[src/rtl/trc_pkg.sv]
package trc_pkg;
   // input status codes
   localparam logic [2:0] ST_SEQ = 3'd1;
   localparam logic [2:0] ST_DTK = 3'd2;
   localparam logic [2:0] ST_DNT = 3'd3;
   localparam logic [2:0] ST_IND = 3'd4;

   // record types; branch kinds share their numeric code with the record type
   typedef enum logic [1:0] {
      RT_DTK = 2'd0,
      RT_DNT = 2'd1,
      RT_IND = 2'd2,
      RT_RUN = 2'd3
   } rec_t;

   typedef enum logic [1:0] {
      K_DTK = 2'd0,
      K_DNT = 2'd1,
      K_IND = 2'd2,
      K_SEQ = 2'd3
   } kind_t;
endpackage

[src/rtl/trc_hist.sv]
module trc_hist
   import trc_pkg::*;
#(
   parameter int HIST_D = 3,
   parameter int FL_W   = 2,
   parameter int ADDR_W = 30
) (
   input  logic              clk,
   input  logic              rst_n,
   input  logic              cap_i,
   input  logic [2:0]        st_i,
   input  logic [FL_W-1:0]   fl_i,
   input  logic              show_vld_i,
   input  logic [ADDR_W-1:0] show_addr_i,
   output logic              cmt_vld_o,
   output kind_t             cmt_kind_o,
   output logic [ADDR_W-1:0] cmt_addr_o,
   output logic              empty_o
);
   localparam int OCC_W = $clog2(HIST_D + 2);
   localparam int IW    = $clog2(HIST_D + 1);

   kind_t             kind_q [HIST_D];
   logic [ADDR_W-1:0] addr_q [HIST_D];
   logic [OCC_W-1:0]  occ_q, occ_d;

   kind_t             kind_n [HIST_D+1];
   logic [ADDR_W-1:0] addr_n [HIST_D+1];
   logic              push, shift;
   kind_t             new_kind;
   int                o;

   always_comb begin
      push     = 1'b1;
      new_kind = K_SEQ;
      case (st_i)
         ST_SEQ:  new_kind = K_SEQ;
         ST_DTK:  new_kind = K_DTK;
         ST_DNT:  new_kind = K_DNT;
         ST_IND:  new_kind = K_IND;
         default: push = 1'b0;
      endcase
   end

   always_comb begin
      for (int i = 0; i < HIST_D; i++) begin
         kind_n[i] = kind_q[i];
         addr_n[i] = addr_q[i];
      end
      kind_n[HIST_D] = K_SEQ;
      addr_n[HIST_D] = '0;
      o          = int'(occ_q);
      shift      = 1'b0;
      cmt_kind_o = K_SEQ;
      cmt_addr_o = '0;
      if (cap_i) begin
         if (int'(fl_i) >= o) o = 0;
         else                 o = o - int'(fl_i);
         if (push) begin
            kind_n[IW'(o)] = new_kind;
            addr_n[IW'(o)] = '0;
            o = o + 1;
         end
         if (o == HIST_D + 1) shift = 1'b1;
      end else if (o != 0) begin
         shift = 1'b1;
      end
      if (shift) begin
         cmt_kind_o = kind_n[0];
         cmt_addr_o = addr_n[0];
         for (int i = 0; i < HIST_D; i++) begin
            kind_n[i] = kind_n[i+1];
            addr_n[i] = addr_n[i+1];
         end
         o = o - 1;
      end
      if (cap_i && show_vld_i && o != 0) begin
         if (kind_n[IW'(o-1)] == K_IND) addr_n[IW'(o-1)] = show_addr_i;
      end
      occ_d = OCC_W'(o);
   end

   assign cmt_vld_o = shift;
   assign empty_o   = (occ_q == '0);

   always_ff @(posedge clk or negedge rst_n) begin
      if (!rst_n) begin
         occ_q <= '0;
         for (int i = 0; i < HIST_D; i++) begin
            kind_q[i] <= K_SEQ;
            addr_q[i] <= '0;
         end
      end else begin
         occ_q <= occ_d;
         for (int i = 0; i < HIST_D; i++) begin
            kind_q[i] <= kind_n[i];
            addr_q[i] <= addr_n[i];
         end
      end
   end

   AST_OCC_BOUND: assert property (@(posedge clk) disable iff (!rst_n)
      occ_q <= OCC_W'(HIST_D));
   AST_DRAIN_STEP: assert property (@(posedge clk) disable iff (!rst_n)
      (!cap_i && occ_q != '0) |=> (occ_q == $past(occ_q) - 1'b1));
   AST_FULL_CANCEL: assert property (@(posedge clk) disable iff (!rst_n)
      (cap_i && int'(fl_i) >= int'(occ_q) && !push) |=> (occ_q == '0));
endmodule

[src/rtl/trc_runcnt.sv]
module trc_runcnt
   import trc_pkg::*;
#(
   parameter int CNT_W  = 16,
   parameter int ADDR_W = 30
) (
   input  logic              clk,
   input  logic              rst_n,
   input  logic              cap_i,
   input  logic              cmt_vld_i,
   input  kind_t             cmt_kind_i,
   input  logic [ADDR_W-1:0] cmt_addr_i,
   input  logic              hist_empty_i,
   output logic              rec_vld_o,
   output rec_t              rec_type_o,
   output logic [CNT_W-1:0]  rec_cnt_o,
   output logic [ADDR_W-1:0] rec_addr_o,
   output logic              rec_last_o
);
   localparam logic [CNT_W-1:0] CNT_LAST = {{(CNT_W-1){1'b1}}, 1'b0};

   logic [CNT_W-1:0] cnt_q, cnt_d;
   logic             armed_q, armed_d;

   always_comb begin
      rec_vld_o  = 1'b0;
      rec_type_o = RT_RUN;
      rec_cnt_o  = cnt_q;
      rec_addr_o = '0;
      rec_last_o = 1'b0;
      cnt_d      = cnt_q;
      armed_d    = armed_q | cap_i;
      if (cmt_vld_i) begin
         if (cmt_kind_i == K_SEQ) begin
            if (cnt_q == CNT_LAST) begin
               rec_vld_o = 1'b1;
               rec_cnt_o = '1;
               cnt_d     = '0;
            end else begin
               cnt_d = cnt_q + 1'b1;
            end
         end else begin
            rec_vld_o  = 1'b1;
            rec_type_o = rec_t'(cmt_kind_i);
            rec_addr_o = cmt_addr_i;
            cnt_d      = '0;
         end
      end else if (!cap_i && hist_empty_i && armed_q) begin
         rec_vld_o  = 1'b1;
         rec_last_o = 1'b1;
         cnt_d      = '0;
         armed_d    = 1'b0;
      end
   end

   always_ff @(posedge clk or negedge rst_n) begin
      if (!rst_n) begin
         cnt_q   <= '0;
         armed_q <= 1'b0;
      end else begin
         cnt_q   <= cnt_d;
         armed_q <= armed_d;
      end
   end

   AST_CNT_BELOW_MAX: assert property (@(posedge clk) disable iff (!rst_n)
      cnt_q != '1);
   AST_FINAL_CLEARS: assert property (@(posedge clk) disable iff (!rst_n)
      (rec_vld_o && rec_last_o) |=> (cnt_q == '0 && !armed_q));
endmodule

[src/rtl/trc_fifo.sv]
module trc_fifo #(
   parameter int DEPTH = 4,
   parameter int W     = 8
) (
   input  logic         clk,
   input  logic         rst_n,
   input  logic         push_i,
   input  logic [W-1:0] din_i,
   input  logic         rdy_i,
   output logic         vld_o,
   output logic [W-1:0] dout_o,
   output logic         err_o
);
   localparam int PW = $clog2(DEPTH);
   localparam int CW = $clog2(DEPTH + 1);

   logic [W-1:0]  mem [DEPTH];
   logic [PW-1:0] rd_q, wr_q, rd_nx, wr_nx;
   logic [CW-1:0] cnt_q;
   logic          err_q, full, pop, acc;

   assign full  = (cnt_q == CW'(DEPTH));
   assign vld_o = (cnt_q != '0);
   assign pop   = vld_o && rdy_i;
   assign acc   = push_i && (!full || pop);

   generate
      if ((DEPTH & (DEPTH - 1)) == 0) begin : g_wrap_pow2
         assign rd_nx = rd_q + 1'b1;
         assign wr_nx = wr_q + 1'b1;
      end else begin : g_wrap_cmp
         assign rd_nx = (rd_q == PW'(DEPTH - 1)) ? '0 : rd_q + 1'b1;
         assign wr_nx = (wr_q == PW'(DEPTH - 1)) ? '0 : wr_q + 1'b1;
      end
   endgenerate

   always_ff @(posedge clk) begin
      if (acc) mem[wr_q] <= din_i;
   end

   always_ff @(posedge clk or negedge rst_n) begin
      if (!rst_n) begin
         rd_q  <= '0;
         wr_q  <= '0;
         cnt_q <= '0;
         err_q <= 1'b0;
      end else begin
         if (pop) rd_q <= rd_nx;
         if (acc) wr_q <= wr_nx;
         cnt_q <= cnt_q + CW'(acc) - CW'(pop);
         if (push_i && full && !pop) err_q <= 1'b1;
      end
   end

   assign dout_o = mem[rd_q];
   assign err_o  = err_q;

   AST_FIFO_BOUND: assert property (@(posedge clk) disable iff (!rst_n)
      cnt_q <= CW'(DEPTH));
   AST_HOLD_STALL: assert property (@(posedge clk) disable iff (!rst_n)
      (vld_o && !rdy_i) |=> (vld_o && $stable(dout_o)));
   AST_ERR_STICKY: assert property (@(posedge clk) disable iff (!rst_n)
      err_q |=> err_q);
endmodule

[src/rtl/trc_compress.sv]
module trc_compress
   import trc_pkg::*;
#(
   parameter int HIST_D = 3,
   parameter int FL_W   = 2,
   parameter int CNT_W  = 16,
   parameter int ADDR_W = 30,
   parameter int FIFO_D = 4
) (
   input  logic              clk,
   input  logic              rst_n,
   input  logic              cap_i,
   input  logic [2:0]        st_i,
   input  logic [FL_W-1:0]   fl_i,
   input  logic              show_vld_i,
   input  logic [ADDR_W-1:0] show_addr_i,
   output logic              rec_valid_o,
   input  logic              rec_ready_i,
   output logic [1:0]        rec_type_o,
   output logic [CNT_W-1:0]  rec_cnt_o,
   output logic [ADDR_W-1:0] rec_addr_o,
   output logic              rec_last_o,
   output logic              ovf_err_o
);
   localparam int REC_W = 2 + CNT_W + ADDR_W + 1;

   generate
      if (HIST_D < 1)  begin : g_bad_hist  $error("HIST_D must be at least 1");  end
      if (FL_W < 1)    begin : g_bad_fl    $error("FL_W must be at least 1");    end
      if (CNT_W < 2)   begin : g_bad_cnt   $error("CNT_W must be at least 2");   end
      if (ADDR_W < 1)  begin : g_bad_addr  $error("ADDR_W must be at least 1");  end
      if (FIFO_D < 2)  begin : g_bad_fifo  $error("FIFO_D must be at least 2");  end
   endgenerate

   logic              cmt_vld, hist_empty, rv, rl;
   kind_t             cmt_kind;
   logic [ADDR_W-1:0] cmt_addr, ra;
   rec_t              rt;
   logic [CNT_W-1:0]  rc;
   logic [REC_W-1:0]  fdin, fdout;

   trc_hist #(.HIST_D(HIST_D), .FL_W(FL_W), .ADDR_W(ADDR_W)) hist_i (
      .clk(clk), .rst_n(rst_n), .cap_i(cap_i), .st_i(st_i), .fl_i(fl_i),
      .show_vld_i(show_vld_i), .show_addr_i(show_addr_i),
      .cmt_vld_o(cmt_vld), .cmt_kind_o(cmt_kind), .cmt_addr_o(cmt_addr),
      .empty_o(hist_empty)
   );

   trc_runcnt #(.CNT_W(CNT_W), .ADDR_W(ADDR_W)) run_i (
      .clk(clk), .rst_n(rst_n), .cap_i(cap_i), .cmt_vld_i(cmt_vld),
      .cmt_kind_i(cmt_kind), .cmt_addr_i(cmt_addr), .hist_empty_i(hist_empty),
      .rec_vld_o(rv), .rec_type_o(rt), .rec_cnt_o(rc), .rec_addr_o(ra),
      .rec_last_o(rl)
   );

   assign fdin = {rt, rc, ra, rl};

   trc_fifo #(.DEPTH(FIFO_D), .W(REC_W)) fifo_i (
      .clk(clk), .rst_n(rst_n), .push_i(rv), .din_i(fdin),
      .rdy_i(rec_ready_i), .vld_o(rec_valid_o), .dout_o(fdout), .err_o(ovf_err_o)
   );

   assign {rec_type_o, rec_cnt_o, rec_addr_o, rec_last_o} = fdout;
endmodule

[config.mk]
export PLATFORM = sky130hd
export DESIGN_NAME = trc_compress
export DESIGN_NICKNAME = d
export VERILOG_FILES = /design/src/rtl/trc_pkg.sv /design/src/rtl/trc_hist.sv /design/src/rtl/trc_runcnt.sv /design/src/rtl/trc_fifo.sv /design/src/rtl/trc_compress.sv
export SDC_FILE = /design/constraint.sdc
export NUM_CORES = 1
export LEC_CHECK = 0
export BUFFER_PORTS_ARGS = -buffer_cell sky130_fd_sc_hd__buf_2
export CORE_ASPECT_RATIO = 0.7
export CORE_MARGIN = 4
export CORE_UTILIZATION = 61
export CTS_CLUSTER_SIZE = 28
export DETAILED_ROUTE_END_ITERATION = 10
export GPL_TIMING_DRIVEN = 0
export PLACE_DENSITY_LB_ADDON = 0.15
export SYNTH_ARGS = -nofsm -noshare
export SYNTH_HDL_FRONTEND = slang
export SYNTH_SLANG_ARGS = --single-unit
[constraint.sdc]
create_clock -name clk -period 6.4 [get_ports clk]
set_input_delay 0.64 -clock clk [delete_from_list [all_inputs] [get_ports clk]]
set_output_delay 0.64 -clock clk [all_outputs]
set_load 0.02 [all_outputs]
Word-level counts from Yosys, hierarchy flattened
Memories as Yosys holds them, arrays and structs flattened.
Cells that the tools add are included.
W data, S select, Z words.

cells by class
  $lt $le $gt $ge = 5
  add/subtract/negate cells = 9
  bitwise gates (word level) = 5
  muxes and demuxes = 51
  equality and inequality tests = 9
  reductions and logical operators = 20

operators by type and width
  kind                     number
  $mux W120                4
  $mux W32                 6
  $and A120 B120 Y120      1
  $bwmux W120              1
  $demux W30 S2            2
  $mux W30                 4
  $not A120 Y120           1
  $mux W16                 7
  $mux W90                 1
  $add A32 B2 Y32 const B  1
  $eq A32 B4 Y1 const B    1
  $reduce_bool A32 Y1      1
  $sub A32 B2 Y32 const B  1
  $add A16 B1 Y16 const B  1
  $eq A16 B16 Y1 const B   1
  $mux W8                  2
  $mux W1                  13
  $mux W2                  6
  $logic_and A1 B1 Y1      10
  $bwmux W8                1
  $eq A3 B2 Y1 const B     2
  $eq A3 B3 Y1 const B     2
  $ge A2 B3 Y1 const B     2
  $mux W6                  1
  other kinds (20)         27

word-level totals
  bits of input ports = 40
  RAM bits = 196
  memories kept = 1
  flip-flop bits (word level) = 124
  word-level logic and storage cells = 113
  output and inout bits = 51

memories
  name        depth  bits a word  read ports  clocked after memory_dff  wr ports  line            text
  fifo_i.mem  4      49           1           0                         1         trc_fifo.sv:17  logic [W-1:0] mem [DEPTH];

Logic depth before layout (Yosys ltp)
Gate-level depths: netlist (run 1).

  depth in word-level cells = 19
  gate-level depth with buffers = 25
  mapped depth without buffers = 23

Cells and area by module
From an unflattened synthesis (run 1), not the netlist that was laid out.

unflattened totals
  cells, all modules = 1064
  area total of the unflattened synthesis = 14554.0 sq um

modules (own cells, without submodules)
  module      area an instance (sq um)  cells each  instances  seq. area each (sq um)
  trc_fifo    7546.0                    294         1          6085.8
  trc_hist    5662.9                    600         1          2484.9
  trc_runcnt  1345.0                    170         1          425.4

Least setup slack after synthesis (run 1)
OpenSTA, ideal clock, no wires.

  path type = input to register
  start = input port fl_i[0]
  end = memory fifo_i.mem[0][0] in the netlist's numbering, enable pin
  arrival = 5371 ps
  path buffers = 0
  slack = 617 ps
  data required time = 5988 ps
  library setup time = 412 ps
  cell stages on the path = 16
  path through = ha_1 > inv_1 > fa_1 > inv_1 > ha_1 > a2111oi_2 > nand3b_1 > ha_1 > nor4bb_1 > o21ai_0 > a311oi_1 > o21bai_4 > a21oi_2 > nor2_1 > nor3_4 > and2_1

between the ends
  word-level cells in the longest chain between the ends = 18
  elaborated cells on any way between the ends = 26
  classes of those cells = add/sub (2); order compare (3); eq/ne (2); mux (16); bitwise (1); reduce/logical (2)

RTL lines
  what                                                                      line                            text
  start, declared                                                           trc_compress.sv:14              input logic [FL_W-1:0] fl_i,
  $sub A3 B2 Y4 / $ge A2 B3 Y1 (equally long branches)                      trc_hist.sv:58, trc_hist.sv:57
  $mux W32 (*)                                                              trc_hist.sv:57                  if (int'(fl_i) >= o) o = 0;
  $mux W32 (*)                                                              trc_hist.sv:56                  if (cap_i) begin
  parallel branches: the longest is 11 deep, another holds $add A32 B2 Y32  n/a
  $mux W1 (*)                                                               trc_runcnt.sv:33                if (cmt_vld_i) begin
  $logic_and A1 B1 Y1 (*)                                                   trc_fifo.sv:25                  assign acc = push_i && (!full || pop);
  via fifo_i.acc                                                            trc_fifo.sv:20                  logic err_q, full, pop, acc;
  $mux W1 (*)                                                               trc_fifo.sv:38                  if (acc) mem[wr_q] <= din_i;
  $mux W1 (not written as such) (*)                                         trc_fifo.sv:38
  end, declared                                                             trc_fifo.sv:17

Mark *: on every way through the listed nets, which the timed path passes. The select of a mux whose other input is x is not followed.

==> results.toml, run 1 <==
[drt]
wl_met3_um = 2150
drc = 0
via_per_inst = 5.933
dr.pass1.iters = 5
dr_wl_met2_um = 13380
routed_wl_um = 30660
vias = 8817
detail-route-antenna-nets = 0
wl_met1_um = 14480
wire_per_inst_um = 20.63
drt_iter0_drc = 779
top_layer = "met4"

[sta]
rsz0062_at_grt = "false"
worst_pin_slew_ps = 1190
final.min_clock_period_ps = 5883
fin_hold_ws_ps = 25.82
setup_violations = 0
layout_worst_path_cycle_share_pct = 91.93
fin_setup_tns_ps = 0
report.final.slew_viol_count = 0
setup_ws_ps = 516.8
fin_skew_ps = 30.04
timing.slew.headroom_pct = 19.93
max_freq_ghz = 0.1700
final_hold_viol_count = 0

[worst_setup_path]
crit_path_start_kind = "flip-flop"
timing_worst_setup_path_type = "reg2reg"
crit_arrival_ps = 6310
crit_path_end_kind = "flip-flop"
path_max_fanout = 10
required_ps = 6820

[power_and_ir_drop]
p_leak_nw = 6.606
finalPower_mw = 7.175
p_per_area_nw_per_um2 = 441.1
peakVddDrop_uv = 316.8

[synthesis]
synthTopCellsByArea = "edfxtp_1 (41%), dfrtp_1 (21%), mux4_2 (7.7%), mux2_1 (6.3%), and2_1 (3.0%)"
synth-seq-area-share_pct = 63.02
synth_top_area_share_pct = 41.23
avgSynthCellArea_um2 = 14.06
yosysWarningCount = 0
syn-num-nets = 1081
synthCells = 1015
synth_cell_types = 59
async_flop_share_pct = 38.75
synth-edff-count = 196
syn_area_um2 = 14270
synth_top_area_cell = "edfxtp_1"
synth_seq_cells = 320
yosys_most_used_dff = "edfxtp_1"

[floorplanning]
num_rows = 46
initial_utilization_pct = 62.47
dieArea_um2 = 25950
die_x_um = 190.8
core_um2 = 22850
ios = 91
die_y_um = 136.0

[placement]
dp_cells = 1422
dpl.hpwl_um = 20840
gp_congestion = 0.8773
placed_cell_area_um2 = 15230
dp_slack_ps = -687.8
port-buffer-count = 90

[clocking]
cts_root_buf = "clkbuf_16"
cts-htree-levels = 1
numCtsBuffers = 30
clk_latency_ps = 570
clk_pin_slew_worst_paths_ps = 60
cts_sinks = 320
cts_tree = "built"
cts_buffer_depth = 3

[final_layout]
drive_gt1_share_pct = 20.82
layout_commonest_cell = "edfxtp_1"
layout.nets = 1214
nFillCells = 1525
fin_area_um2 = 16270
area_growth_pct = 13.95
final_cells = 1486
final_cell_mix = "edfxtp_1 (196), dfrtp_1 (118), buf_2 (99)"
fin_util_pct = 71.19

[hold_path]
hold_path_class = "in2async"

[global_routing]
overflow = 0
antenna_found_initial = 2
grt_pass1_wl_um = 48970
grtUsageTotal_pct = 24.10
grt_pass1_vias = 8763
grt_start_max_net_pins = 72

[run]
max-cap-violations = 0

[status]
outcome = "finished, final reports clean"
Yosys cell counts (19+ instances only):
cell type	instances
mux4_2	49
nand2_1	92
nand3_1	47
mux2_1	80
ha_1	24
and2_1	68
dfrtp_1	118
inv_1	19
nor2_1	27
edfxtp_1	196
a21oi_1	20
clkbuf_1	54
o21ai_0	80
flip-flops by register name (all words and copies together), names as in the netlist:
name,count
run_i.armed_q,1
fifo_i.wr_q,2
fifo_i.cnt_q,3
hist_i.occ_q,3
fifo_i.mem,196
hist_i.addr_q,90
run_i.cnt_q,16
hist_i.kind_q,6
fifo_i.rd_q,2
fifo_i.err_o,1
path summary, 6_finish.rpt:
| path | cells past startpoint | end | startpoint | slack (ps) |
|---|---|---|---|---|
| max reg2reg | 22 | hist_i.addr_q[61] | hist_i.occ_q[0] | 520 |
| min | 1 | hist_i.addr_q[74] | rst_n | 30 |
| min reg2reg | 1 | fifo_i.err_o | fifo_i.err_o | 470 |
| min in group clk | 2 | hist_i.addr_q[76] | show_addr_i[16] | 320 |
| max in group asynchronous | 2 | hist_i.kind_q[1] | rst_n | 5580 |
| max | 22 | hist_i.addr_q[61] | hist_i.occ_q[0] | 520 |
power breakdown:
group	switching (mW)	leakage, nW	internal (mW)
registers	0.178	3.61	2.71
clock network	0.749	0.465	0.960
logic	1.60	2.53	0.974
total	2.53	6.61	4.65
area by class of cell:
cell class | count | area (µm²) | share of cell area, %
Sequential cell | 320 | 8996 | 55.31
Multi-Input combinational cell | 606 | 4950 | 30.43
Clock buffer | 45 | 847.1 | 5.208
Timing Repair Buffer | 102 | 616.8 | 3.792
Tap cell | 312 | 390.4 | 2.400
Buffer | 69 | 279.0 | 1.715
Clock inverter | 11 | 110.1 | 0.6769
Inverter | 19 | 71.32 | 0.4385
Antenna cell | 2 | 5.005 | 0.03077
per-layer routing:
layer,up-vias,global-route usage [%]
li1,4008,-
met1,4459,38.78
met2,309,35.64
met3,41,3.799
met4,0,4.705
met5,-,0
logic make-up (layout without fill, tap and decap cells):
| family | count (synthesis) | count (layout) | share of synthesized area [%] |
|---|---|---|---|
| and+or+nand+nor | 283 | 283 | 10.01 |
| adders and majority gates | 26 | 26 | 2.384 |
| DFF | 320 | 320 | 63.02 |
| buffers and inverters | 89 | 246 | 2.481 |
| AOI/OAI and AO/OA | 137 | 137 | 5.855 |
| xor gates and xnor gates | 8 | 8 | 0.4908 |
| muxes | 152 | 152 | 15.76 |
| other | 0 | 2 | 0 |
critical path, cell delays in order (launching register included):
cell      delay [ps]
dfrtp_1          400
inv_1             90
ha_1             190
inv_1             70
fa_1             160
inv_1             40
ha_1             280
nand3b_1         340
inv_1            260
ha_1             320
nand3b_1         110
ha_1             300
nor4bb_1         350
o21ai_0          140
a311oi_1         510
o21bai_4         200
a21oi_1          350
ha_1             330
a21oi_1          210
o311ai_4         150
a21oi_2          260
buf_2            320
mux2_1           370
what timing repair did:
item | CTS | global route
pin swaps | 0 | 1
gates cloned | 0 | 0
gates resized for setup | 1 | 1
endpoints found under the setup margin | 90 | 226
hold buffers | 0 | 0
buffers inserted | 0 | 7
Note: power is estimated with default switching activity, not from simulation.
==> run 2, diff against run 1 <==
--- a/config.mk
+++ b/config.mk
@@ -12,6 +12,7 @@
 export CTS_CLUSTER_SIZE = 28
 export DETAILED_ROUTE_END_ITERATION = 10
 export GPL_TIMING_DRIVEN = 0
+export MAX_ROUTING_LAYER = met4
 export PLACE_DENSITY_LB_ADDON = 0.15
 export SYNTH_ARGS = -nofsm -noshare
 export SYNTH_HDL_FRONTEND = slang
==> run 2 against run 1 <==
  * Register-to-register slack improved by 40 ps
  * Critical endpoint unchanged
  * Die area did not move
  * Largest cell class unchanged
  * Worst setup slack improved by 44 ps
==> results.toml, run 2 (synthesis results as in run 1) <==
[worst_setup_path]
crit_path_start = "hist_i.occ_q[0]"
required_ps = 6830
crit_arrival_ps = 6270
reg2reg_slack_ps = 560
setup.worst_path.end = "hist_i.addr_q[61]"
r2r_start = "hist_i.occ_q[0]"
timing_worst_setup_path_type = "reg2reg"
path_max_fanout = 10
crit_path_end_kind = "flip-flop"
reg2reg_to = "hist_i.addr_q[61]"
worst-r2r-cell-count = 22
crit_path_start_kind = "flip-flop"

[clocking]
cts-htree-levels = 1
clk_latency_ps = 570
numCtsBuffers = 30
clk_pin_slew_worst_paths_ps = 60
cts_root_buf = "clkbuf_16"
cts_tree = "built"
cts_buffer_depth = 3
cts_hold_buffers = 0
cts_sinks = 320

[drt]
wire_per_inst_um = 20.61
dr.pass1.iters = 5
vias = 8774
drt_iter0_drc = 758
routed_wl_um = 30600
detail-route-antenna-nets = 0
drc = 0
via_per_inst = 5.908

[final_layout]
reg_top3 = "fifo_i.mem: 196 flops, hist_i.addr_q: 90 flops, run_i.cnt_q: 16 flops"
fin_util_pct = 71.15
area_growth_pct = 13.89
fin_area_um2 = 16260
layout_commonest_cell = "edfxtp_1"
top_register = "fifo_i.mem"
drive_gt1_share_pct = 20.75
nFillCells = 1527
largest_reg_flops = 196
final_cell_mix = "edfxtp_1 (196), dfrtp_1 (118), buf_2 (99)"
layout.nets = 1213

[global_routing]
grt_start_max_net_pins = 72
grtUsageTotal_pct = 24.79
antenna_found_initial = 2
grt_pass1_wl_um = 48860
overflow = 0
grt_pass1_vias = 8784

[floorplanning]
die_x_um = 190.8
die_y_um = 136.0
core_um2 = 22850
initial_utilization_pct = 62.47
num_rows = 46
ios = 91
dieArea_um2 = 25950

[sta]
max_freq_ghz = 0.1712
setup_violations = 0
layout_worst_path_cycle_share_pct = 91.24
fin_skew_ps = 26.60
report.final.slew_viol_count = 0
final_hold_viol_count = 0
rsz0062_at_grt = "false"
timing.slew.headroom_pct = 20.93
final.min_clock_period_ps = 5840
worst_pin_slew_ps = 1175

[placement]
port-buffer-count = 90
dpl.hpwl_um = 20840
gp_congestion = 0.8918
placed_cell_area_um2 = 15230

[status]
outcome = "finished, final reports clean"

[hold_path]
hold_path_class = "in2async"

[power_and_ir_drop]
finalPower_mw = 7.165
p_per_area_nw_per_um2 = 440.7
p_leak_nw = 6.601
peakVddDrop_uv = 316.6

[run]
max-cap-violations = 0
run 2: changes by cell type in the layout (fill, tap and decap cells not counted), sizes merged:
cell | before | now
buf | 118 | 117
run 2: critical path, cell delays in order, from the launching register on:
cell and delay (ps):
dfrtp_1 400, inv_1 90, ha_1 190, inv_1 70, fa_1 160, inv_1 40
ha_1 280, nand3b_1 340, inv_1 260, ha_1 320, nand3b_1 110, ha_1 300
nor4bb_1 350, o21ai_0 140, a311oi_1 490, o21bai_4 190, a21oi_1 350, ha_1 330
a21oi_1 210, o311ai_4 150, a21oi_2 250, buf_2 310, mux2_1 370
run 2: through the flow:
stage               instances  worst slack (ps)  hold WS (ps)  setup TNS, ps
detailed placement       1422            -687.8         450.8         -57550
global placement         1417             -1134         442.2        -264430
CTS                      1477             67.31         34.04              0
floorplan                1015             617.1         344.4              0
global route             1485             60.91         52.35              0
finish                   1485             560.4         23.11              0
run 2: cell type report:
type / count / area, µm² / share of cell area, %
sequential: 320 / 8996 / 55.33
multi-input combinational: 606 / 4950 / 30.44
clock buffer: 45 / 847.1 / 5.210
timing repair buffer: 101 / 609.3 / 3.748
tap: 312 / 390.4 / 2.401
buffer: 69 / 279.0 / 1.716
clock inverter: 11 / 110.1 / 0.6772
inverter: 19 / 71.32 / 0.4387
antenna: 2 / 5.005 / 0.03078
run 2: what timing repair did:
action | 4_1_cts | 5_1_grt
resized for setup | 1 | 1
pin swaps | 0 | 1
buffers inserted | 0 | 6
gates cloned | 0 | 0
setup endpoints to repair | 90 | 226
run 2: power by group:
group / internal (mW) / switching, mW / total (mW)
registers: 2.71 / 0.178 / 2.89
logic: 0.972 / 1.59 / 2.56
clock network: 0.959 / 0.748 / 1.71
run 2: worst min path at each step:
stage,depth (start not counted),slack (ps),end
after floorplan,0,340,fifo_i.cnt_q[0]
after global placement,1,440,fifo_i.err_o
after detailed placement,1,450,fifo_i.err_o
after CTS,1,30,hist_i.addr_q[74]
after global routing,1,50,hist_i.addr_q[76]
final,1,20,hist_i.addr_q[74]
run 2: metal layers:
metal  vias to the layer above  GRT usage (%)  routed length [µm]
li1                       4008              -                   -
met1                      4450          38.47               14620
met2                       273          35.86               13460
met3                        43          3.747                1904
met4                         0          4.705                 626
met5                         -              -                   0
==> run 3, diff against run 2 <==
--- a/config.mk
+++ b/config.mk
@@ -8,7 +8,7 @@
 export BUFFER_PORTS_ARGS = -buffer_cell sky130_fd_sc_hd__buf_2
 export CORE_ASPECT_RATIO = 0.7
 export CORE_MARGIN = 4
-export CORE_UTILIZATION = 61
+export CORE_UTILIZATION = 60
 export CTS_CLUSTER_SIZE = 28
 export DETAILED_ROUTE_END_ITERATION = 10
 export GPL_TIMING_DRIVEN = 0
==> run 3 against run 2 <==
  * Maximum frequency shrank 1.0%
  * Non-clock buffer count decreased by 3
  * Total power grew 0.31%
  * Via count fell by 0.36%
  * Count of clock-buffer cells in the layout fell by 6
  * Register-to-register slack worse by 60 ps
  * Critical path depth increased by 2
  * Clock power hardly changed
  * Cell count shrank 0.34%
  * Largest power group unchanged
==> results.toml, run 3 (synthesis results as in run 1) <==
[power_and_ir_drop]
p_clk_share_pct = 24.3
p_leak_nw = 6.590
seq_power_share_pct = 40.3
p_per_area_nw_per_um2 = 442.1
switchingPower_mw = 2.533
swShare_pct = 35.25
power.internal_mw = 4.653
combPwrFrac_pct = 35.5
peakVddDrop_uv = 274.6

[sta]
fin_skew_ps = 6.007
setup_ws_ps = 500.8
timing.slew.headroom_pct = 24.76
setup_violations = 0
final_hold_viol_count = 0
rsz0062_at_grt = "false"
final.min_clock_period_ps = 5899
fin_hold_ws_ps = 325.0
layout_worst_path_cycle_share_pct = 92.17
report.final.slew_viol_count = 0
worst_pin_slew_ps = 1118
max_freq_ghz = 0.1695

[final_layout]
top_register = "fifo_i.mem"
area_growth_pct = 13.88
layout_commonest_cell = "edfxtp_1"
largest_reg_flops = 196
layout.nets = 1210
drive_gt1_share_pct = 20.63
reg_top3 = "fifo_i.mem: 196 flops, hist_i.addr_q: 90 flops, run_i.cnt_q: 16 flops"
final_cells = 1480
fin_area_um2 = 16260
antennaDiodeCount = 0
final_cell_mix = "edfxtp_1 (196), dfrtp_1 (118), buf_2 (100)"

[worst_setup_path]
timing.critical_path.mode_cell = "ha_1"
crit_arrival_ps = 6340
cp_num_buf_inv = 6
path_max_fanout = 10
crit_family = "compound AO/OA/AOI/OAI gates"
crit_chain = "inv_1 -> ha_1 -> inv_1 -> fa_1 -> inv_1 -> ha_1 -> nand3b_1 -> inv_2 -> ha_1 -> nand3b_1 -> ha_1 -> nor4bb_1 -> o21ai_0 -> a311oi_2 -> o21bai_4 -> a21oi_4 -> buf_2 -> a21oi_1 -> ha_1 -> a21oi_1 -> o311ai_4 -> a21oi_2 -> buf_2 -> mux2_1"
critPathMaxStageDelay_ps = 380
crit_slowest_cell = "dfrtp_1"
timing_worst_setup_path_type = "reg2reg"
required_ps = 6840
crit_path_start_kind = "flip-flop"
crit_path_end_kind = "flip-flop"

[floorplanning]
die_x_um = 192.4
die_y_um = 137.1
ios = 91
core_um2 = 23020
num_rows = 46
dieArea_um2 = 26360
initial_utilization_pct = 62.01

[clocking]
cts_tree = "built"
cts_sinks = 320
clk_pin_slew_worst_paths_ps = 70
numCtsBuffers = 30
cts_buffer_depth = 3
cts_root_buf = "clkbuf_16"
clk_latency_ps = 560
cts-htree-levels = 1

[placement]
dpl.hpwl_um = 20850
dp_cells = 1422
port-buffer-count = 90
dp_slack_ps = -614.6
placed_cell_area_um2 = 15230
gp_congestion = 0.8824

[drt]
drt_iter0_drc = 766
routed_wl_um = 30460
wire_per_inst_um = 20.58
drc = 0
vias = 8742
detail-route-antenna-nets = 0
via_per_inst = 5.907
dr.pass1.iters = 5

[global_routing]
grt_start_max_net_pins = 92
grtUsageTotal_pct = 24.56
grt_pass1_wl_um = 48760
antenna_found_initial = 0
grt_pass1_vias = 8619
overflow = 0

[status]
outcome = "finished, final reports clean"

[hold_path]
hold_path_class = "in2reg"

[run]
max-cap-violations = 0
==> run 3: cell types whose count changed in the layout (fill, tap and decap cells not counted), sizes merged <==
cell,delta
buf,-4
bufinv,+1
clkbuf,-6
dlygate4sd3,+1
clkinv,+4
diode,-2
inv,+1
==> run 3: layout make-up <==
cell class              instances  area [µm²]
clock inverters                17       171.4
plain buffers                  70       284.0
multi-input cells             606        4956
clock buffers                  39       804.5
repair buffers                 97       581.8
inverters                      19       71.32
fillers                      1616        6766
well taps                     312       390.4
flip-flops and latches        320        8996
==> run 3: what timing repair did <==
item | CTS | global route
resized for setup | 3 | 3
buffers inserted | 0 | 1
endpoints found under the setup margin | 90 | 90
hold buffers | 1 | 0
pin swaps | 0 | 1
hold endpoints to repair | 29 | 0
==> run 3: stage by stage <==
stage | TNS (ps) | total power [mW] | util, %
2_1_floorplan | 0 | 4.653 | -
3_3_place_gp | -252300 | 5.382 | 65.66
3_5_place_dp | -49900 | 5.469 | 66.17
4_1_cts | 0 | 7.234 | 70.55
5_1_grt | 0 | 7.605 | 70.61
6_report | 0 | 7.187 | 70.61
==> run 3: layer usage <==
metal,vias up,global-route usage (%),part of all wire (%),wire length (µm)
met5,-,-,0,0
met4,0,3.563,1.4,421
met3,32,3.544,6.9,2088
met2,285,35.01,44,13480
met1,4411,39.03,48,14480
li1,4014,-,-,-
==> run 3: final timing paths <==
check	depth (start not counted)	to	slack [ps]	startpoint
worst max-delay path	24	hist_i.addr_q[71]	500	hist_i.occ_q[0]
worst min-delay path	2	hist_i.addr_q[46]	330	show_addr_i[16]
worst max register to register	24	hist_i.addr_q[71]	500	hist_i.occ_q[0]
worst min register to register	1	fifo_i.err_o	450	fifo_i.err_o
max in group asynchronous	3	hist_i.kind_q[0]	5100	rst_n
min in group asynchronous	2	fifo_i.cnt_q[2]	540	rst_n
==> run 3: power by group through the flow <==
stage                     sequential (mW)  clock [mW]  combinational, mW
final                                2.90        1.74               2.55
after global routing                 2.93        1.87               2.80
after CTS                            2.89        1.77               2.57
after detailed placement             2.93           0               2.54
after global placement               2.94           0               2.45
after floorplan                      2.87           0               1.79
